$ cat src/rtl/bru_pkg.sv
package bru_pkg;

  typedef enum logic [3:0] {
    KIND_NONE = 4'd0,
    KIND_EQ   = 4'd1,
    KIND_NE   = 4'd2,
    KIND_LT   = 4'd3,
    KIND_GE   = 4'd4,
    KIND_LTU  = 4'd5,
    KIND_GEU  = 4'd6,
    KIND_JMP  = 4'd7,
    KIND_JREG = 4'd8
  } br_kind_e;

  typedef struct packed {
    logic eq;
    logic ltS;
    logic ltU;
  } cmp_flags_t;

  typedef struct packed {
    logic redirect;
    logic squash;
    logic regBase;
    logic clearLsb;
    logic countBranch;
  } strobe_t;

endpackage

$ cat src/rtl/bru_ctrl.sv
module bru_ctrl
  import bru_pkg::*;
(
  input  logic       idValid,
  input  logic [3:0] brKind,
  input  cmp_flags_t flags,
  output strobe_t    strobe,
  output logic       takenOut
);

  br_kind_e kind;
  logic     isXfer;
  logic     condMet;

  always_comb begin
    kind    = br_kind_e'(brKind);
    isXfer  = 1'b1;
    condMet = 1'b0;
    unique case (kind)
      KIND_EQ:   condMet = flags.eq;
      KIND_NE:   condMet = !flags.eq;
      KIND_LT:   condMet = flags.ltS;
      KIND_GE:   condMet = !flags.ltS;
      KIND_LTU:  condMet = flags.ltU;
      KIND_GEU:  condMet = !flags.ltU;
      KIND_JMP:  condMet = 1'b1;
      KIND_JREG: condMet = 1'b1;
      default: begin
        isXfer  = 1'b0;
        condMet = 1'b0;
      end
    endcase
  end

  always_comb begin
    strobe.redirect    = idValid && isXfer && condMet;
    strobe.squash      = idValid && isXfer && condMet;
    strobe.regBase     = (kind == KIND_JREG);
    strobe.clearLsb    = (kind == KIND_JREG);
    strobe.countBranch = idValid && isXfer;
    takenOut           = strobe.redirect;
  end

endmodule

$ cat src/rtl/bru_datapath.sv
module bru_datapath
  import bru_pkg::*;
#(
  parameter int          XLEN     = 32,
  parameter int          CNT_W    = 32,
  parameter logic [31:0] NOP_WORD = 32'h0000_0013,
  parameter int          PC_STEP  = 4
) (
  input  logic             clk,
  input  logic             rstN,
  input  strobe_t          strobe,
  input  logic [XLEN-1:0]  opA,
  input  logic [XLEN-1:0]  opB,
  input  logic [XLEN-1:0]  idPc,
  input  logic [XLEN-1:0]  immVal,
  input  logic [31:0]      ifInstr,
  output cmp_flags_t       flags,
  output logic [XLEN-1:0]  targetOut,
  output logic [XLEN-1:0]  linkOut,
  output logic [31:0]      ifidNext,
  output logic [CNT_W-1:0] brCount,
  output logic [CNT_W-1:0] takenCount
);

  localparam int          NUM_CNT = 2;
  localparam logic [CNT_W-1:0] CNT_MAX = {CNT_W{1'b1}};
  localparam logic [XLEN-1:0]  STEP    = XLEN'(PC_STEP);

  logic [XLEN-1:0] addBase;
  logic [XLEN-1:0] addSum;

  always_comb begin
    flags.eq  = (opA == opB);
    flags.ltS = ($signed(opA) < $signed(opB));
    flags.ltU = (opA < opB);
  end

  always_comb begin
    addBase   = strobe.regBase ? opA : idPc;
    addSum    = addBase + immVal;
    targetOut = strobe.clearLsb ? {addSum[XLEN-1:1], 1'b0} : addSum;
    linkOut   = idPc + STEP;
    ifidNext  = strobe.squash ? NOP_WORD : ifInstr;
  end

  logic [NUM_CNT-1:0] incEn;
  logic [CNT_W-1:0]   cntQ [NUM_CNT];

  assign incEn = {strobe.redirect, strobe.countBranch};

  for (genvar g = 0; g < NUM_CNT; g++) begin : g_cnt
    always_ff @(posedge clk) begin
      if (!rstN) begin
        cntQ[g] <= '0;
      end else if (incEn[g] && (cntQ[g] != CNT_MAX)) begin
        cntQ[g] <= cntQ[g] + {{(CNT_W-1){1'b0}}, 1'b1};
      end
    end
  end

  assign brCount    = cntQ[0];
  assign takenCount = cntQ[1];

endmodule

$ cat src/rtl/branch_resolve_unit.sv
module branch_resolve_unit
  import bru_pkg::*;
#(
  parameter int          XLEN     = 32,
  parameter int          CNT_W    = 32,
  parameter logic [31:0] NOP_WORD = 32'h0000_0013
) (
  input  logic             clk,
  input  logic             rstN,
  input  logic             idValid,
  input  logic [3:0]       brKind,
  input  logic [XLEN-1:0]  opA,
  input  logic [XLEN-1:0]  opB,
  input  logic [XLEN-1:0]  idPc,
  input  logic [XLEN-1:0]  immVal,
  input  logic [31:0]      ifInstr,
  output logic             takenOut,
  output logic [XLEN-1:0]  targetOut,
  output logic [XLEN-1:0]  linkOut,
  output logic             pcSel,
  output logic             flushOut,
  output logic [31:0]      ifidNext,
  output logic [CNT_W-1:0] brCount,
  output logic [CNT_W-1:0] takenCount
);

  strobe_t    strobe;
  cmp_flags_t flags;

  bru_ctrl u_ctrl (
    .idValid  (idValid),
    .brKind   (brKind),
    .flags    (flags),
    .strobe   (strobe),
    .takenOut (takenOut)
  );

  bru_datapath #(
    .XLEN     (XLEN),
    .CNT_W    (CNT_W),
    .NOP_WORD (NOP_WORD),
    .PC_STEP  (4)
  ) u_dp (
    .clk        (clk),
    .rstN       (rstN),
    .strobe     (strobe),
    .opA        (opA),
    .opB        (opB),
    .idPc       (idPc),
    .immVal     (immVal),
    .ifInstr    (ifInstr),
    .flags      (flags),
    .targetOut  (targetOut),
    .linkOut    (linkOut),
    .ifidNext   (ifidNext),
    .brCount    (brCount),
    .takenCount (takenCount)
  );

  assign pcSel    = strobe.redirect;
  assign flushOut = strobe.squash;

endmodule

$ cat config.mk
export PLATFORM = sky130hd
export DESIGN_NAME = branch_resolve_unit
export DESIGN_NICKNAME = d
export VERILOG_FILES = /design/src/rtl/bru_pkg.sv /design/src/rtl/bru_ctrl.sv /design/src/rtl/bru_datapath.sv /design/src/rtl/branch_resolve_unit.sv
export SDC_FILE = /design/constraint.sdc
export NUM_CORES = 1
export LEC_CHECK = 0
export ABC_AREA = 1
export BUFFER_PORTS_ARGS = -buffer_cell sky130_fd_sc_hd__buf_2
export CORE_AREA = 8 8 168 107
export CTS_BUF_LIST = sky130_fd_sc_hd__clkbuf_4
export CTS_CLUSTER_SIZE = 16
export DETAILED_ROUTE_END_ITERATION = 10
export DIE_AREA = 0 0 176 115
export GPL_TIMING_DRIVEN = 0
export PLACE_DENSITY = 0.94
export SYNTH_ARGS = -nofsm -noshare
export SYNTH_HDL_FRONTEND = slang
export SYNTH_HIERARCHICAL = 1
export SYNTH_SLANG_ARGS = --single-unit
$ cat constraint.sdc
create_clock -name clk -period 9 [get_ports clk]
set_input_delay 1.8 -clock clk [delete_from_list [all_inputs] [get_ports clk]]
set_output_delay 1.8 -clock clk [all_outputs]
set_load 0.005 [all_outputs]
==> results.toml <==
[clock_network]
cts_inserted_buffers = 9
clk_pin_slew_ps = 110
clock-sinks = 64
cts_resized = 0
cts_post_setup_buffers_inserted = 0
clockBufferDepth = 2
cts_hold_buffers = 0
clock_insertion_delay_worst_skew_ps = 450
cts-htree-levels = 3
tritoncts = "built"
cts-root-buf = "sky130_fd_sc_hd__clkbuf_4"

[power]
power.ir.vdd_worst_mv = 0.06498
p_leak_nw = 5.612
power.total_mw = 1.049
power.density_cell_area_nw_per_um2 = 99.34

[synth]
proportion_of_synthesized_chip_area_in_sequential_cells_pct = 22.66
netlist.area_leader.share_pct = 22.66
number_of_register_bits_inferred_by_synthesis = 64
synth_cell_types = 40
synth.net_count = 1604
ys_warn_count = 6
synth_flop_cell = "sky130_fd_sc_hd__edfxtp_1"
synth.top_cells.by_area = "sky130_fd_sc_hd__edfxtp_1 (23%), sky130_fd_sc_hd__nand2_1 (18%), sky130_fd_sc_hd__inv_1 (10%)"
syn_area_per_cell_sq_um = 6.189
synth_async_sr_flop_share_pct = 0
synth_enable_flop_cells = 64
syn_inst = 1370
most_area_hungry_cell_type_in_the_yosys_netlist = "sky130_fd_sc_hd__edfxtp_1"
synth_area_sq_um = 8479

[detailed_routing]
vias_per_cell = 5.442
avgRoutedWirePerCell_microns = 18.01
totalWireLength_microns = 34680
dr.first_iter.drc_count = 1252
post-route-drc-count = 0
vias = 10480
drtAntennaViolNets = 0
dr.pass1.iters = 8

[layout]
fin_nets = 1944
final.fill_count = 1467
reg_top3 = "u_dp/cntQ x64"
number_of_flip_flops_in_the_largest_register = 64
final_cell_area_sq_um = 10560
multi_input_comb_area_sq_um = 5553
post_route_cells_drive_above_1_share_pct = 22.86
max_flop_register = "u_dp/cntQ"
final-seq-area_sq_um = 1922
areaGrowthSynthToFinish_pct = 24.49

[setup_path]
setup.worst_path.end_class = "primary output"
crit_path_max_fanout = 10
path_cells = "buf_2 -> nor2_1 -> nand2_1 -> inv_1 -> buf_4 -> clkbuf_1 -> clkbuf_1 -> a21oi_1 -> ha_1 -> fa_1 -> nand3_1 -> nand2_1 -> nand2_1 -> nand2_1 -> nand3_1 -> nand2_1 -> nand2_1 -> nand2_1 -> nand2_1 -> nand2_1 -> buf_2"
critical-path-max-stage-delay_ps = 660
timing.setup.critical_path_class = "in2out"
crit_path_top_delay_cell = "sky130_fd_sc_hd__clkbuf_1"
cp-start-kind = "primary input"
critical_path_required_ps = 7200
cp.arrival_ps = 5840
worst_path_most_repeated_cell = "sky130_fd_sc_hd__nand2_1"

[grt]
grt_pass1_vias = 10160
grt_pass1_wl_microns = 53720
grt_start_max_net_pins = 33
number_of_antenna_violations_at_the_first_check_in_global_routing = 1
grt_overflow_total = 0
grt.total_usage_pct = 33.31

[run]
max-cap-violations = 0

[place]
port_buffers = 329
hpwl_microns = 29770
gp_weighted_congestion = 1.039
placed_instance_area_sq_um = 10390

[sta]
hold_fails_final_rpt = 0
tightestPinTransition_ps = 1257
finalSetupTns_ps = 0
slew_viol_final = 0
finalHoldWorstSlack_ps = 642.3
maxClockFrequency_mhz = 130.9
setup_violations = 0
clock_skew_ps = 16.80
slew-limit-headroom_pct = 15.40
timing.final.crit_period_ps = 7637
layout_worst_path_cycle_share_pct = 84.85
rsz0062_at_grt = "no"

[die]
core_area_sq_um = 15630
ioPinCount = 330
floorplan.rows = 36
fp.dieArea_sq_um = 20240
chipWidth_microns = 176
initial_utilization_pct = 54.25
chipHeight_microns = 115

[run_status]
outcome = "completed"

[worst_hold_path]
worstHoldPathType = "reg2reg"
-- critical path: cells and delay by family --
family                     cells  cell delay (ps)
and+or+nand+nor               12             1410
AOI/OAI and AO/OA              1              150
buffers and inverters          6             1790
adders and majority gates      2              670
-- Yosys cell counts (2+ instances only) --
master	n
sky130_fd_sc_hd__nor3_2	3
sky130_fd_sc_hd__or2_0	5
sky130_fd_sc_hd__o21bai_1	3
sky130_fd_sc_hd__inv_1	233
sky130_fd_sc_hd__or2_2	9
sky130_fd_sc_hd__nand3_4	3
sky130_fd_sc_hd__nand2_1	404
sky130_fd_sc_hd__clkbuf_1	9
sky130_fd_sc_hd__nand3_1	68
sky130_fd_sc_hd__nand2b_1	2
sky130_fd_sc_hd__nand3_2	2
sky130_fd_sc_hd__nand4_1	29
sky130_fd_sc_hd__nor3_4	2
sky130_fd_sc_hd__nor4_1	7
sky130_fd_sc_hd__nor3_1	33
sky130_fd_sc_hd__buf_4	8
sky130_fd_sc_hd__edfxtp_1	64
sky130_fd_sc_hd__xnor2_1	13
sky130_fd_sc_hd__nor2_1	188
sky130_fd_sc_hd__a21o_1	2
sky130_fd_sc_hd__ha_1	66
sky130_fd_sc_hd__xor2_1	55
sky130_fd_sc_hd__buf_6	3
sky130_fd_sc_hd__o21ai_0	53
sky130_fd_sc_hd__a21oi_1	77
sky130_fd_sc_hd__nor3b_1	2
sky130_fd_sc_hd__nor2_4	5
sky130_fd_sc_hd__nand3b_1	4
sky130_fd_sc_hd__mux2_2	4
sky130_fd_sc_hd__nor2_2	4
-- path summary, 6_finish.rpt --
path / from / end / slack [ps] / cells past startpoint
worst max-delay path: brKind[1] / targetOut[30] / 1360 / 21
worst min-delay path: u_dp/cntQ[0][0] / u_dp/cntQ[0][0] / 640 / 1
worst max register to register: u_dp/cntQ[1][0] / u_dp/cntQ[1][3] / 6420 / 8
worst min register to register: u_dp/cntQ[0][0] / u_dp/cntQ[0][0] / 640 / 1
-- per-stage QoR --
stage          instances  util, %  setup WS, ps
2_1_floorplan       1370        -          2990
3_3_place_gp        1908    66.46          1658
3_5_place_dp        1908    66.46          1503
4_1_cts             1924    67.49          1506
5_1_grt             1925    67.54          1140
6_report            1925    67.54          1363
-- kinds of logic (layout without fill, tap and decap cells) --
group           count (synthesis)  count (layout)  share of synthesized area (%)
compound gates                138             138                          8.352
xor+xnor                       68              68                          7.024
fa+ha+maj                      67              67                          9.975
buf+inv                       255             600                          11.91
flops                          64              64                          22.66
mux                             4               4                         0.5312
other cells                     0               1                              0
simple gates                  774             774                          39.55
-- routing by layer --
metal	vias up	global-route usage [%]	share of wire [%]
li1	5045	-	-
met2	680	51.52	43
met5	-	0	0
met1	4711	45.79	42
met4	0	5.231	1.2
met3	39	10.13	14
-- area by class of cell --
type,count,share of cell area [%]
antenna,1,0.02371
buffer,20,1.209
clock buffer,9,0.6400
clock inverter,7,0.8889
inverter,235,8.356
multi-input combinational,1051,52.60
sequential,64,18.21
tap,209,2.477
timing repair buffer,329,15.60
-- cells in the final DEF, fill, tap and decap left out, drive strengths merged, types with 3 or more instances in the layout --
master,n
a21oi,77
buf,340
clkbuf,18
clkinv,3
edfxtp,64
ha,66
inv,236
mux2,4
nand2,405
nand3,73
nand3b,4
nand4,30
nor2,197
nor3,38
nor4,7
o21ai,54
o21bai,3
or2,14
xnor2,13
xor2,55
-- power breakdown --
| group | switching, mW | total, mW | internal (mW) |
|---|---|---|---|
| logic | 0.267 | 0.435 | 0.169 |
| registers | 0.0272 | 0.376 | 0.349 |
| clock network | 0.124 | 0.237 | 0.113 |
| total | 0.418 | 1.05 | 0.631 |
Power figures use the tool's default switching activity.
